`config.mk`:
```
export PLATFORM = sky130hd
export DESIGN_NAME = pclk_word_calc
export DESIGN_NICKNAME = d
export VERILOG_FILES = /design/src/rtl/pclk_word_pkg.sv /design/src/rtl/pclk_serial_div.sv /design/src/rtl/pclk_word_pack.sv /design/src/rtl/pclk_word_calc.sv
export SDC_FILE = /design/constraint.sdc
export NUM_CORES = 1
export LEC_CHECK = 0
export ABC_CLOCK_PERIOD_IN_PS = 11710
export BUFFER_PORTS_ARGS = -buffer_cell sky130_fd_sc_hd__buf_4
export CORE_ASPECT_RATIO = 1.5
export CORE_MARGIN = 3
export CORE_UTILIZATION = 50
export CTS_CLUSTER_DIAMETER = 100
export DETAILED_ROUTE_END_ITERATION = 10
export PLACE_DENSITY_LB_ADDON = 0.25
export SLEW_MARGIN = 10
export SYNTH_ARGS = -nofsm -noshare
export SYNTH_HDL_FRONTEND = slang
export SYNTH_SLANG_ARGS = --single-unit
export TNS_END_PERCENT = 100
```
`constraint.sdc`:
```
create_clock -name clk -period 11.71 [get_ports clk]
set_clock_uncertainty 0.1 [all_clocks]
set_input_delay 0.5855 -clock clk [delete_from_list [all_inputs] [get_ports clk]]
set_output_delay 0.5855 -clock clk [all_outputs]
set_load 0.05 [all_outputs]
```
`src/rtl/pclk_word_pkg.sv`:
```
package pclk_word_pkg;

   typedef enum logic [2:0] {
      ST_IDLE,
      ST_DIV_FREQ,
      ST_RANGE,
      ST_NORM,
      ST_DIV_SCALE,
      ST_DIV_ROUND,
      ST_DONE
   } calc_state_t;

   localparam int SHIFT_W = 2;
   localparam int PDIV_W  = 1 << SHIFT_W;

endpackage

```
`src/rtl/pclk_serial_div.sv`:
```
module pclk_serial_div #(
   parameter int W = 32
) (
   input  logic         clk,
   input  logic         rst_n,
   input  logic         start,
   input  logic [W-1:0] dividend,
   input  logic [W-1:0] divisor,
   output logic         done,
   output logic [W-1:0] quotient
);
   localparam int CNT_W = $clog2(W + 1);

   logic [W-1:0]     rem_q;
   logic [W-1:0]     dvs_q;
   logic [CNT_W-1:0] cnt_q;
   logic             busy_q;
   logic [W:0]       trial;
   logic [W:0]       diff;
   logic             fits;

   assign trial = {rem_q, quotient[W-1]};
   assign diff  = trial - {1'b0, dvs_q};
   assign fits  = (trial >= {1'b0, dvs_q});

   always_ff @(posedge clk or negedge rst_n) begin
      if (!rst_n) begin
         rem_q    <= '0;
         dvs_q    <= '0;
         quotient <= '0;
         cnt_q    <= '0;
         busy_q   <= 1'b0;
         done     <= 1'b0;
      end else if (start) begin
         rem_q    <= '0;
         dvs_q    <= divisor;
         quotient <= dividend;
         cnt_q    <= CNT_W'(W);
         busy_q   <= 1'b1;
         done     <= 1'b0;
      end else if (busy_q) begin
         rem_q    <= fits ? diff[W-1:0] : trial[W-1:0];
         quotient <= {quotient[W-2:0], fits};
         cnt_q    <= cnt_q - 1'b1;
         if (cnt_q == CNT_W'(1)) begin
            busy_q <= 1'b0;
            done   <= 1'b1;
         end
      end else begin
         done <= 1'b0;
      end
   end

endmodule

```
`src/rtl/pclk_word_pack.sv`:
```
module pclk_word_pack
   import pclk_word_pkg::*;
#(
   parameter int DIV_W     = 32,
   parameter int WORD_W    = 13,
   parameter int OFFSET    = 257,
   parameter int CODE_LSB  = 9,
   parameter int STOP_BITS = 'h1800
) (
   input  logic [DIV_W-1:0]   count,
   input  logic [SHIFT_W-1:0] shift,
   output logic [WORD_W-1:0]  word
);
   logic [DIV_W-1:0] low;
   logic [DIV_W-1:0] code_field;
   logic [DIV_W-1:0] full;

   assign low        = count - DIV_W'(OFFSET);
   assign code_field = DIV_W'(~shift) << CODE_LSB;
   assign full       = low | code_field | DIV_W'(STOP_BITS);
   assign word       = full[WORD_W-1:0];

endmodule

```
`src/rtl/pclk_word_calc.sv`:
```
module pclk_word_calc
   import pclk_word_pkg::*;
#(
   parameter int PERIOD_W  = 32,
   parameter int DIV_W     = 32,
   parameter int WORD_W    = 13,
   parameter int NUMERATOR = 100000000,
   parameter int F_MAX     = 15938,
   parameter int F_MIN     = 1000,
   parameter int F_LOW     = 8000,
   parameter int REF_DIV   = 46,
   parameter int REF_FREQ  = 1432,
   parameter int SCALE     = 1000,
   parameter int OFFSET    = 257,
   parameter int CODE_LSB  = 9,
   parameter int STOP_BITS = 'h1800
) (
   input  logic                clk,
   input  logic                rst_n,
   input  logic                in_valid,
   output logic                in_ready,
   input  logic [PERIOD_W-1:0] in_period,
   output logic                out_valid,
   input  logic                out_ready,
   output logic [WORD_W-1:0]   out_word,
   output logic [PDIV_W-1:0]   out_pdiv,
   output logic                out_err
);
   localparam logic [DIV_W-1:0] NUM_V   = DIV_W'(NUMERATOR);
   localparam logic [DIV_W-1:0] FMAX_V  = DIV_W'(F_MAX);
   localparam logic [DIV_W-1:0] FMIN_V  = DIV_W'(F_MIN);
   localparam logic [DIV_W-1:0] FLOW_V  = DIV_W'(F_LOW);
   localparam logic [DIV_W-1:0] MULT_V  = DIV_W'(REF_DIV * SCALE);
   localparam logic [DIV_W-1:0] REF_V   = DIV_W'(REF_FREQ);
   localparam logic [DIV_W-1:0] SCALE_V = DIV_W'(SCALE);
   localparam logic [DIV_W-1:0] HALF_V  = DIV_W'(SCALE / 2);

   if (PERIOD_W > DIV_W) begin : g_bad_period_w
      $error("period width exceeds divider width");
   end
   if (F_MIN * (1 << (PDIV_W - 1)) < F_LOW) begin : g_bad_band
      $error("post-divider range cannot lift F_MIN to F_LOW");
   end
   if ((64'(REF_DIV) * 64'(SCALE) * 64'(2 * F_LOW)) >> DIV_W != 64'd0) begin : g_bad_scale
      $error("scaled frequency overflows the divider width");
   end
   if (WORD_W <= CODE_LSB + SHIFT_W) begin : g_bad_word
      $error("word too narrow for code field");
   end

   calc_state_t          state_q;
   logic [DIV_W-1:0]     freq_q;
   logic [SHIFT_W-1:0]   shift_q;
   logic                 div_start_q;
   logic [DIV_W-1:0]     dvd_q;
   logic [DIV_W-1:0]     dvs_q;
   logic                 div_done;
   logic [DIV_W-1:0]     div_quo;
   logic [WORD_W-1:0]    packed_word;

   pclk_serial_div #(.W(DIV_W)) u_div (
      .clk      (clk),
      .rst_n    (rst_n),
      .start    (div_start_q),
      .dividend (dvd_q),
      .divisor  (dvs_q),
      .done     (div_done),
      .quotient (div_quo)
   );

   pclk_word_pack #(
      .DIV_W     (DIV_W),
      .WORD_W    (WORD_W),
      .OFFSET    (OFFSET),
      .CODE_LSB  (CODE_LSB),
      .STOP_BITS (STOP_BITS)
   ) u_pack (
      .count (div_quo),
      .shift (shift_q),
      .word  (packed_word)
   );

   assign in_ready  = (state_q == ST_IDLE);
   assign out_valid = (state_q == ST_DONE);

   always_ff @(posedge clk or negedge rst_n) begin
      if (!rst_n) begin
         state_q     <= ST_IDLE;
         freq_q      <= '0;
         shift_q     <= '0;
         div_start_q <= 1'b0;
         dvd_q       <= '0;
         dvs_q       <= '0;
         out_word    <= '0;
         out_pdiv    <= '0;
         out_err     <= 1'b0;
      end else begin
         div_start_q <= 1'b0;
         case (state_q)
            ST_IDLE: begin
               if (in_valid) begin
                  shift_q <= '0;
                  if (in_period == '0) begin
                     out_err  <= 1'b1;
                     out_word <= '0;
                     out_pdiv <= '0;
                     state_q  <= ST_DONE;
                  end else begin
                     dvd_q       <= NUM_V;
                     dvs_q       <= DIV_W'(in_period);
                     div_start_q <= 1'b1;
                     state_q     <= ST_DIV_FREQ;
                  end
               end
            end
            ST_DIV_FREQ: begin
               if (div_done) begin
                  freq_q  <= div_quo;
                  state_q <= ST_RANGE;
               end
            end
            ST_RANGE: begin
               if (freq_q > FMAX_V || freq_q < FMIN_V) begin
                  out_err  <= 1'b1;
                  out_word <= '0;
                  out_pdiv <= '0;
                  state_q  <= ST_DONE;
               end else begin
                  state_q <= ST_NORM;
               end
            end
            ST_NORM: begin
               if (freq_q < FLOW_V) begin
                  freq_q  <= freq_q << 1;
                  shift_q <= shift_q + 1'b1;
               end else begin
                  dvd_q       <= freq_q * MULT_V;
                  dvs_q       <= REF_V;
                  div_start_q <= 1'b1;
                  state_q     <= ST_DIV_SCALE;
               end
            end
            ST_DIV_SCALE: begin
               if (div_done) begin
                  dvd_q       <= div_quo + HALF_V;
                  dvs_q       <= SCALE_V;
                  div_start_q <= 1'b1;
                  state_q     <= ST_DIV_ROUND;
               end
            end
            ST_DIV_ROUND: begin
               if (div_done) begin
                  out_err  <= 1'b0;
                  out_word <= packed_word;
                  out_pdiv <= PDIV_W'(1) << shift_q;
                  state_q  <= ST_DONE;
               end
            end
            ST_DONE: begin
               if (out_ready) state_q <= ST_IDLE;
            end
            default: state_q <= ST_IDLE;
         endcase
      end
   end

endmodule

```
# After elaboration in Yosys (flattened, before gate mapping)
# Index checks and enable logic that the tools add are counted.
# W data, S select, Z words.
totals:
  register_bits: 224
  in_bits: 36
  out_inout_bits: 20
  elab_cells: 117
classes:
  add_sub_neg: 5
  multipliers: 1
  order_cmp: 4
  n_eq_ne: 18
  n_shift: 1
  muxes: 58
  bitwise: 2
  reduce_logical: 13
ops:
  columns: ["cell", "n"]
  rows:
  - ["$mux W32", 15]
  - ["$pmux W32 S3", 2]
  - ["$pmux W32 S2", 1]
  - ["$mux W13", 4]
  - ["$pmux W13 S3", 1]
  - ["$ge A33 B32 Y1", 1]
  - ["$add A32 B9 Y32 const B", 1]
  - ["$gt A32 B14 Y1 const B", 1]
  - ["$logic_not A32 Y1", 1]
  - ["$lt A32 B10 Y1 const B", 1]
  - ["$lt A32 B13 Y1 const B", 1]
  - ["$mul A32 B12 Y28 const B", 1]
  - ["$sub A32 B32 Y32", 1]
  - ["$mux W3", 8]
  - ["$pmux W3 S7", 1]
  - ["$mux W4", 4]
  - ["$mux W1", 14]
  - ["$mux W6", 2]
  - ["$pmux W4 S3", 1]
  - ["$or A11 B11 Y11", 1]
  - ["$sub A11 B9 Y11 const B", 1]
  - ["$ne A2 B1 Y1 const B", 5]
  - ["$ne A2 B2 Y1 const B", 5]
  - ["$reduce_and A5 Y1", 2]
  - ["18 further kinds", 27]

# Logic depth before layout (Yosys ltp)
# Gate-level depths: netlist of the first run.
depth:
  ltp_word: 4
  ltp_mapped: 20
  mapped_depth_nobuf: 20

# Hierarchy
# Synthesis of the first run repeated with hierarchy kept, for this count alone.
unflattened:
  hier_cells: 2066
  area_unflattened_um2: 18415.2
modules_own_cells:
  columns: ["module", "instances", "cells_per_inst", "area_per_inst_um2"]
  rows:
  - ["pclk_word_calc", 1, 1293, 11673.7]
  - ["pclk_serial_div", 1, 740, 6511.2]
  - ["pclk_word_pack", 1, 33, 230.2]

# Worst setup path after synthesis of the first run
# No wires, ideal clock.
synth_timing:
  path_type: "flip-flop to flip-flop"
  from: "register freq_q[10]"
  to: "register dvd_q[30]"
  setup_ps: 129
  arrival_time_ps: 5178
  required_ps: 11481
  slack_ps: 6303
  stages_incl_launch_ff: 16
  period_less_slack_ps: 5407
  cell_sequence: "dfrtp_1 > ha_1 > fa_1 > fa_1 > fa_1 > inv_1 > fa_1 > inv_1 > ha_1 > a21oi_1 > or4b_2 > a31o_2 > a221o_1 > a31oi_1 > xor2_1 > o21ai_0"
synth_via:
  elab_chain_cells: 3
  elab_cells_between_ends: 6
synth_rtl:
  columns: ["item", "line_no", "source"]
  rows:
  - ["start, declared", "pclk_word_calc.sv:52", "logic [DIV_W-1:0] freq_q;"]
  - ["start signal, assigned", "pclk_word_calc.sv:118", "freq_q <= div_quo;"]
  - ["start signal, assigned", "pclk_word_calc.sv:134", "freq_q <= freq_q << 1;"]
  - ["$mul A32 B12 Y28 or $lt A32 B13 Y1 (tied branches)", "pclk_word_calc.sv:137, pclk_word_calc.sv:133", null]
  - ["$mux W32 or $ne A2 B2 Y1 (tied branches)", null, null]
  - ["$pmux W32 S3 or $reduce_and A5 Y1 (tied branches)", null, null]
  - ["end signal, assigned", "pclk_word_calc.sv:137", "dvd_q <= freq_q * MULT_V;"]
  - ["end signal, assigned", "pclk_word_calc.sv:145", "dvd_q <= div_quo + HALF_V;"]
  - ["end, declared", "pclk_word_calc.sv:55", "logic [DIV_W-1:0] dvd_q;"]
# Several ways; a longest one is shown, not always the timed one. The select of a mux whose other input is x is not followed.
# A chain may end at the register's enable or synchronous reset.

# Worst setup path in the final report of the first run
layout_timing:
  from: "register freq_q[8]"
  to: "register dvd_q[31]"
# The elaborated chain is that of the path after synthesis.

==> flow_metrics.tcl, run 1 <==
set metrics [dict create \
    post-cts-setup-buffer-count 0 \
    cp_data_required_time_ps 12020 \
    max_freq_mhz 168 \
    cts_tree "yes" \
    synth_edf_count 0 \
    reg2reg_depth 16 \
    critPathKind "register to register" \
    dieArea_um2 38100 \
    antenna_found_initial 0 \
    via_per_inst 5.58 \
    gr-total-overflow 0 \
    drc_errors 0 \
    diodes 0 \
    track_usage_pct 23.9 \
    synthDistinctLibCells 77 \
    final_nets 2300 \
    period_minus_slack_ps 5960 \
    max_cap_viol_count 0 \
    vias 13800 \
    syn_to_final_growth_pct 9.82 \
    gp_congestion 0.888 \
    drtIter0Drc 842 \
    path_max_fanout 11 \
    worstSetupEndpointType "register" \
    min_period_over_period_pct 50.9 \
    ant_nets 0 \
    portBuffers 55 \
    status "completed" \
    cts_max_path_buffers 3 \
    grt_max_degree 82 \
    finalSetupViolations 0 \
    clk_pin_slew_ps 60 \
    async_flop_share_pct 100 \
    grt_pass1_wl_mm 74.2 \
    drt-wirelength-per-cell_um 18.3 \
    die_w_um 160 \
    synth_seq_cells 223 \
    die_y_um 238 \
    routed_wl_mm 45.3 \
    yosys_warnings 0 \
    tns_ps 0 \
    coreArea_um2 35200 \
    maxSlewHeadroom_pct 24.2 \
    synth_fp_nets 2293 \
    dpl.hpwl_mm 34.0 \
    cts_root_buf "clkbuf_16" \
    regArea_um2 5590 \
    drive_gt1_share_pct 7.34 \
    insertion_delay_ps 550 \
    startpoint_type "register" \
    yosysSeqAreaShare_pct 31.2 \
    num-fill-cells 3185 \
    hp-class "input port to register" \
    critical_path_arrival_ps 6270 \
    syn_inst 1975 \
    syn_area_per_cell_um2 9.05 \
    hold_viol 0 \
    synth.cell_area_um2 17900 \
    first_global_vias 14300 \
    cts.sinks 223 \
    io_pins 56 \
    holdPathStages 3 \
    rows 84 \
    synthFlopType "dfrtp_1" \
    drtPass1Iterations 7 \
    multi_input_area_um2 11000 \
    h-tree-depth 1 \
    rsz0062_at_grt "no" \
    cts_made_buffers 26 \
    maxSlewViolCount 0 \
    floorplan.initialDensity_pct 50.7 \
    tightestPinTransition_ps 1130 \
]
==> final timing paths <==
kind | startpoint | slack [ps] | end
max in group asynchronous | rst_n | 9460 | u_div.busy_q$_DFF_PN0_
max | freq_q[8]$_DFFE_PN0P_ | 5750 | dvd_q[31]$_DFFE_PN0P_
min in group asynchronous | rst_n | 530 | u_div.rem_q[9]$_DFFE_PN0P_
min | in_period[14] | 170 | dvs_q[14]$_DFFE_PN0P_
min reg2reg | dvs_q[28]$_DFFE_PN0P_ | 370 | dvs_q[28]$_DFFE_PN0P_
max reg2reg | freq_q[8]$_DFFE_PN0P_ | 5750 | dvd_q[31]$_DFFE_PN0P_
==> area by class of cell <==
cell class	instances	share of cell area, %
Tap cell	473	3.02
Clock buffer	35	3.85
Multi-Input combinational cell	1405	56.0
Sequential cell	223	28.5
Clock inverter	13	0.957
Inverter	252	4.82
Timing Repair Buffer	74	2.88
==> kinds of logic after synthesis <==
kind of cell	share of synthesized area [%]
multiplexers	2.65
buffers and inverters	7.46
XOR/XNOR	4.51
AND/OR/NAND/NOR	14.3
flip-flops	31.2
adder cells (fa/ha/maj)	24.7
AO/OA/AOI/OAI	15.1
==> flip-flops by register name, summed over array words and instances, names as in the netlist <==
name	flops
div_start_q	1
dvd_q	32
dvs_q	32
freq_q	32
out_err	1
out_pdiv	4
out_word	12
shift_q	2
state_q	3
u_div.busy_q	1
u_div.cnt_q	6
u_div.done	1
u_div.dvs_q	32
u_div.quotient	32
u_div.rem_q	32
==> what timing repair did <==
| action | CTS | global route |
|---|---|---|
| hold buffers | 1 | 0 |
| resized for setup | 0 | 0 |
| hold endpoints to repair | 79 | 0 |
| endpoints found under the setup margin | 0 | 0 |
==> synthesized netlist by cell type (all sizes together) (5+ instances only) <==
cell type    n  area, um^2
nand3b       5        37.5
o21a        17         128
ha         164        2050
nand4       13        81.3
o211ai      12        90.1
buf         15        86.3
nor2       129         484
fa         118        2360
a41oi        5        43.8
a311oi       6        52.6
or2          6        37.5
o21bai       5        37.5
a211oi      24         180
nor3b        8        60.1
dfrtp      223        5580
a21o        19         143
o31ai        5        37.5
a31oi       39         244
a21oi       67         347
nand3       56         280
mux2i       44         440
o21ai      132         664
nor3        28         150
nor2b       12        75.1
o211a        6        60.1
o221ai       6        52.6
o22ai       15        93.8
and3        14        87.6
clkbuf      80         300
a221oi      10        87.6
xnor2       55         482
nor4        13        81.3
xor2        37         324
nand2      263         987
or3          5        31.3
inv        251         942
a2111oi      5        81.3
a21boi       5        37.5
==> metrics by stage <==
stage / instance area (um^2) / std cells / setup slack, ps / hold slack, ps / util [%]
final: 19600 / 2475 / 5750 / 172 / 55.7
after detailed placement: 18700 / 2426 / 5790 / 356 / 53.0
after global routing: 19600 / 2475 / 5390 / 176 / 55.7
after global placement: 18700 / 2426 / 5960 / 349 / 53.0
after CTS: 19600 / 2475 / 5800 / 149 / 55.7
after floorplan: 17900 / 1975 / 6300 / 190 / -
==> cells in the final DEF (no fill, tap or decap), types with 6 or more instances in the layout <==
| master | n |
|---|---|
| nand2_1 | 262 |
| and3_1 | 14 |
| nand3_1 | 56 |
| o21ai_0 | 130 |
| ha_1 | 164 |
| xnor2_1 | 55 |
| mux2i_1 | 44 |
| a311oi_1 | 6 |
| nor3_1 | 26 |
| a21o_1 | 19 |
| a21oi_1 | 66 |
| a221oi_1 | 10 |
| a31oi_1 | 38 |
| o211a_1 | 6 |
| fa_1 | 118 |
| or2_2 | 6 |
| o21a_1 | 17 |
| buf_4 | 72 |
| nor4_1 | 13 |
| o221ai_1 | 6 |
| xor2_1 | 37 |
| dfrtp_1 | 221 |
| nor2_1 | 128 |
| nand4_1 | 13 |
| nor2b_1 | 12 |
| a211oi_1 | 24 |
| o211ai_1 | 12 |
| inv_1 | 250 |
| clkbuf_16 | 27 |
| nor3b_1 | 7 |
| o22ai_1 | 15 |
==> critical path: stages (launching register included) <==
cell       delay [ps]
dfrtp_1           640
ha_1              340
fa_1              520
fa_1              520
fa_1              550
inv_1              60
fa_1              530
inv_1              40
ha_1              360
a21oi_1           330
o211ai_1          180
a221o_1           350
a2111oi_0         630
o31ai_1           180
xnor2_1           220
a2bb2oi_1         160
o21ai_0           110
==> layer usage <==
| metal | track usage [%] | vias to the layer above | part of all wire (%) |
|---|---|---|---|
| li1 | - | 6675 | - |
| met1 | 29.3 | 6808 | 41 |
| met3 | 2.48 | 94 | 3.0 |
| met5 | 0 | - | 0 |
| met4 | 10.2 | 0 | 4.5 |
| met2 | 42.9 | 238 | 51 |
Power of run 1 is left out: the tool's default activity adds up to more than one toggle a clock period on the data nets, which glitch-free logic cannot reach.
==> inputs of run 2 (changes only) <==
--- a/config.mk
+++ b/config.mk
@@ -5,7 +5,7 @@
 export SDC_FILE = /design/constraint.sdc
 export NUM_CORES = 1
 export LEC_CHECK = 0
-export ABC_CLOCK_PERIOD_IN_PS = 11710
+export ABC_CLOCK_PERIOD_IN_PS = 5580
 export BUFFER_PORTS_ARGS = -buffer_cell sky130_fd_sc_hd__buf_4
 export CORE_ASPECT_RATIO = 1.5
 export CORE_MARGIN = 3
==> constraint.sdc (replaced) <==
create_clock -name clk -period 5.58 [get_ports clk]
set_clock_uncertainty 0.1 [all_clocks]
set_input_delay 0.279 -clock clk [delete_from_list [all_inputs] [get_ports clk]]
set_output_delay 0.279 -clock clk [all_outputs]
set_load 0.05 [all_outputs]
==> run 2 against run 1 <==
  * Wire length increased by 2.2%
  * Core utilization increased by 1.8 points
  * Design area increased by 3.2%
  * First-iteration DRC count decreased by 14%
  * Critical path depth increased by 1
  * Flip-flop and latch count unchanged
  * Sequential share of layout area decreased by 0.82 points
  * Register-to-register slack got worse by 5600 ps
  * Global-route usage increased by 0.21 points
  * Die area unchanged
  * Via count increased by 3.0%
  * Critical endpoint unchanged
==> flow_metrics.tcl, run 2 (synthesis results as in run 1) <==
set metrics [dict create \
    critPathKind "register to register" \
    final_nets 2377 \
    coreArea_um2 35200 \
    cts_tree "yes" \
    via_per_inst 5.58 \
    dpl_cell_area_um2 19000 \
    crit_start "freq_q[10]$_DFFE_PN0P_" \
    portBuffers 55 \
    routed_wl_mm 46.3 \
    r2r_slack_ps 150 \
    diodes 0 \
    cp_data_required_time_ps 5880 \
    grt_pass1_wl_mm 75.0 \
    vias 14200 \
    io_pins 56 \
    maxSlewHeadroom_pct 29.7 \
    h-tree-depth 1 \
    period_minus_slack_ps 5430 \
    cts_root_buf "clkbuf_16" \
    status "completed" \
    cpPeakStageDelay_ps 550 \
    layout.cells.non_filler 2549 \
    syn_to_final_growth_pct 13.4 \
    timing.rr.end "dvd_q[31]$_DFFE_PN0P_" \
    drtPass1Iterations 5 \
    track_usage_pct 24.1 \
    min_period_over_period_pct 97.3 \
    max_cap_viol_count 0 \
    floorplan.initialDensity_pct 50.7 \
    drc_errors 0 \
    cts_made_buffers 25 \
    finalInstanceArea_um2 20300 \
    critPathTopFamily "adder cells" \
    antenna_found_initial 0 \
    cp_slowest_cell "fa_1" \
    dpl.hpwl_mm 34.7 \
    drt-wirelength-per-cell_um 18.2 \
    cts.sinks 223 \
    hold_viol 0 \
    gr-total-overflow 0 \
    max_freq_mhz 184 \
    die_w_um 160 \
    path_cells "buf_4 -> ha_1 -> fa_1 -> fa_1 -> fa_1 -> inv_1 -> fa_1 -> inv_1 -> ha_1 -> and3_1 -> a221o_1 -> a2111oi_2 -> buf_4 -> o31ai_1 -> xnor2_1 -> a2bb2oi_1 -> o21ai_0" \
    fin_ws_ps 153 \
    reg2reg_depth 17 \
    insertion_delay_ps 540 \
    hp-class "input port to asynchronous set/reset pin" \
    die_y_um 238 \
    critPathCapture "dvd_q[31]$_DFFE_PN0P_" \
    dieArea_um2 38100 \
    rows 84 \
    final_util_pct 57.5 \
    gp_congestion 0.898 \
    ant_nets 0 \
    dpl.cell_count 2463 \
    tightestPinTransition_ps 1050 \
    critical_path_buf_inv_count 4 \
    cts_max_path_buffers 3 \
    worstSetupEndpointType "register" \
    startpoint_type "register" \
    final_common_cell "nand2_1" \
    clk_pin_slew_ps 60 \
    finalSetupViolations 0 \
    grt_max_degree 127 \
    rr_startpoint "freq_q[10]$_DFFE_PN0P_" \
    path_max_fanout 8 \
    crit_cells 17 \
    critical_path_arrival_ps 5730 \
    drive_gt1_share_pct 10.1 \
    place_ws_ps -45.7 \
    first_global_vias 14400 \
    mostFrequentLayoutCells "nand2_1 (262), inv_1 (250), dfrtp_1 (209), ha_1 (163), nor2_1 (128)" \
    maxSlewViolCount 0 \
    drtIter0Drc 724 \
    crit_top_cell "fa_1" \
]
[run 2: cell types whose count changed in the layout (fill, tap and decap cells not counted), sizes merged]
cell / delta
dlygate4sd3: +33
bufinv: -2
buf: +45
clkbuf: -3
inv: -1
clkinv: +2
[run 2: worst min path at each step]
stage / from / endpoint / slack (ps)
global route: rst_n / u_div.dvs_q[13]$_DFFE_PN0P_ / 320
finish: rst_n / u_div.dvs_q[13]$_DFFE_PN0P_ / 250
floorplan: rst_n / div_start_q$_DFF_PN0_ / -120
global placement: rst_n / u_div.rem_q[10]$_DFFE_PN0P_ / 250
detailed placement: rst_n / u_div.rem_q[9]$_DFFE_PN0P_ / 250
CTS: out_ready / state_q[0]$_DFFE_PN0P_ / 270
[run 2: layout make-up]
type                    instances  area, um^2
repair buffers                152        1250
fillers                      3119       15000
clock inverters                12         123
inverters                     252         946
multi-input cells            1405       11000
clock buffers                  32         702
flip-flops and latches        223        5600
well taps                     473         592
[run 2: timing repair]
item,CTS,global route
buffers inserted,0,8
resized for setup,3,24
endpoints found under the hold margin,130,0
endpoints found under the setup margin,3,9
hold buffers,34,0
pin swaps,0,3
[run 2: per-stage QoR]
step           hold slack (ps)  setup TNS, ps
5_1_grt                    316          -17.9
3_3_place_gp               246              0
2_1_floorplan             -117              0
3_5_place_dp               254          -76.2
4_1_cts                    266              0
6_report                   252              0
[run 2: per-layer routing]
layer,vias to the layer above,track usage [%],part of all wire (%)
met5,-,0,0
met1,7066,29.2,40
met3,85,2.27,3.1
li1,6816,-,-
met2,260,44.9,53
met4,0,8.16,3.6
Power of run 2 is left out for the same reason.
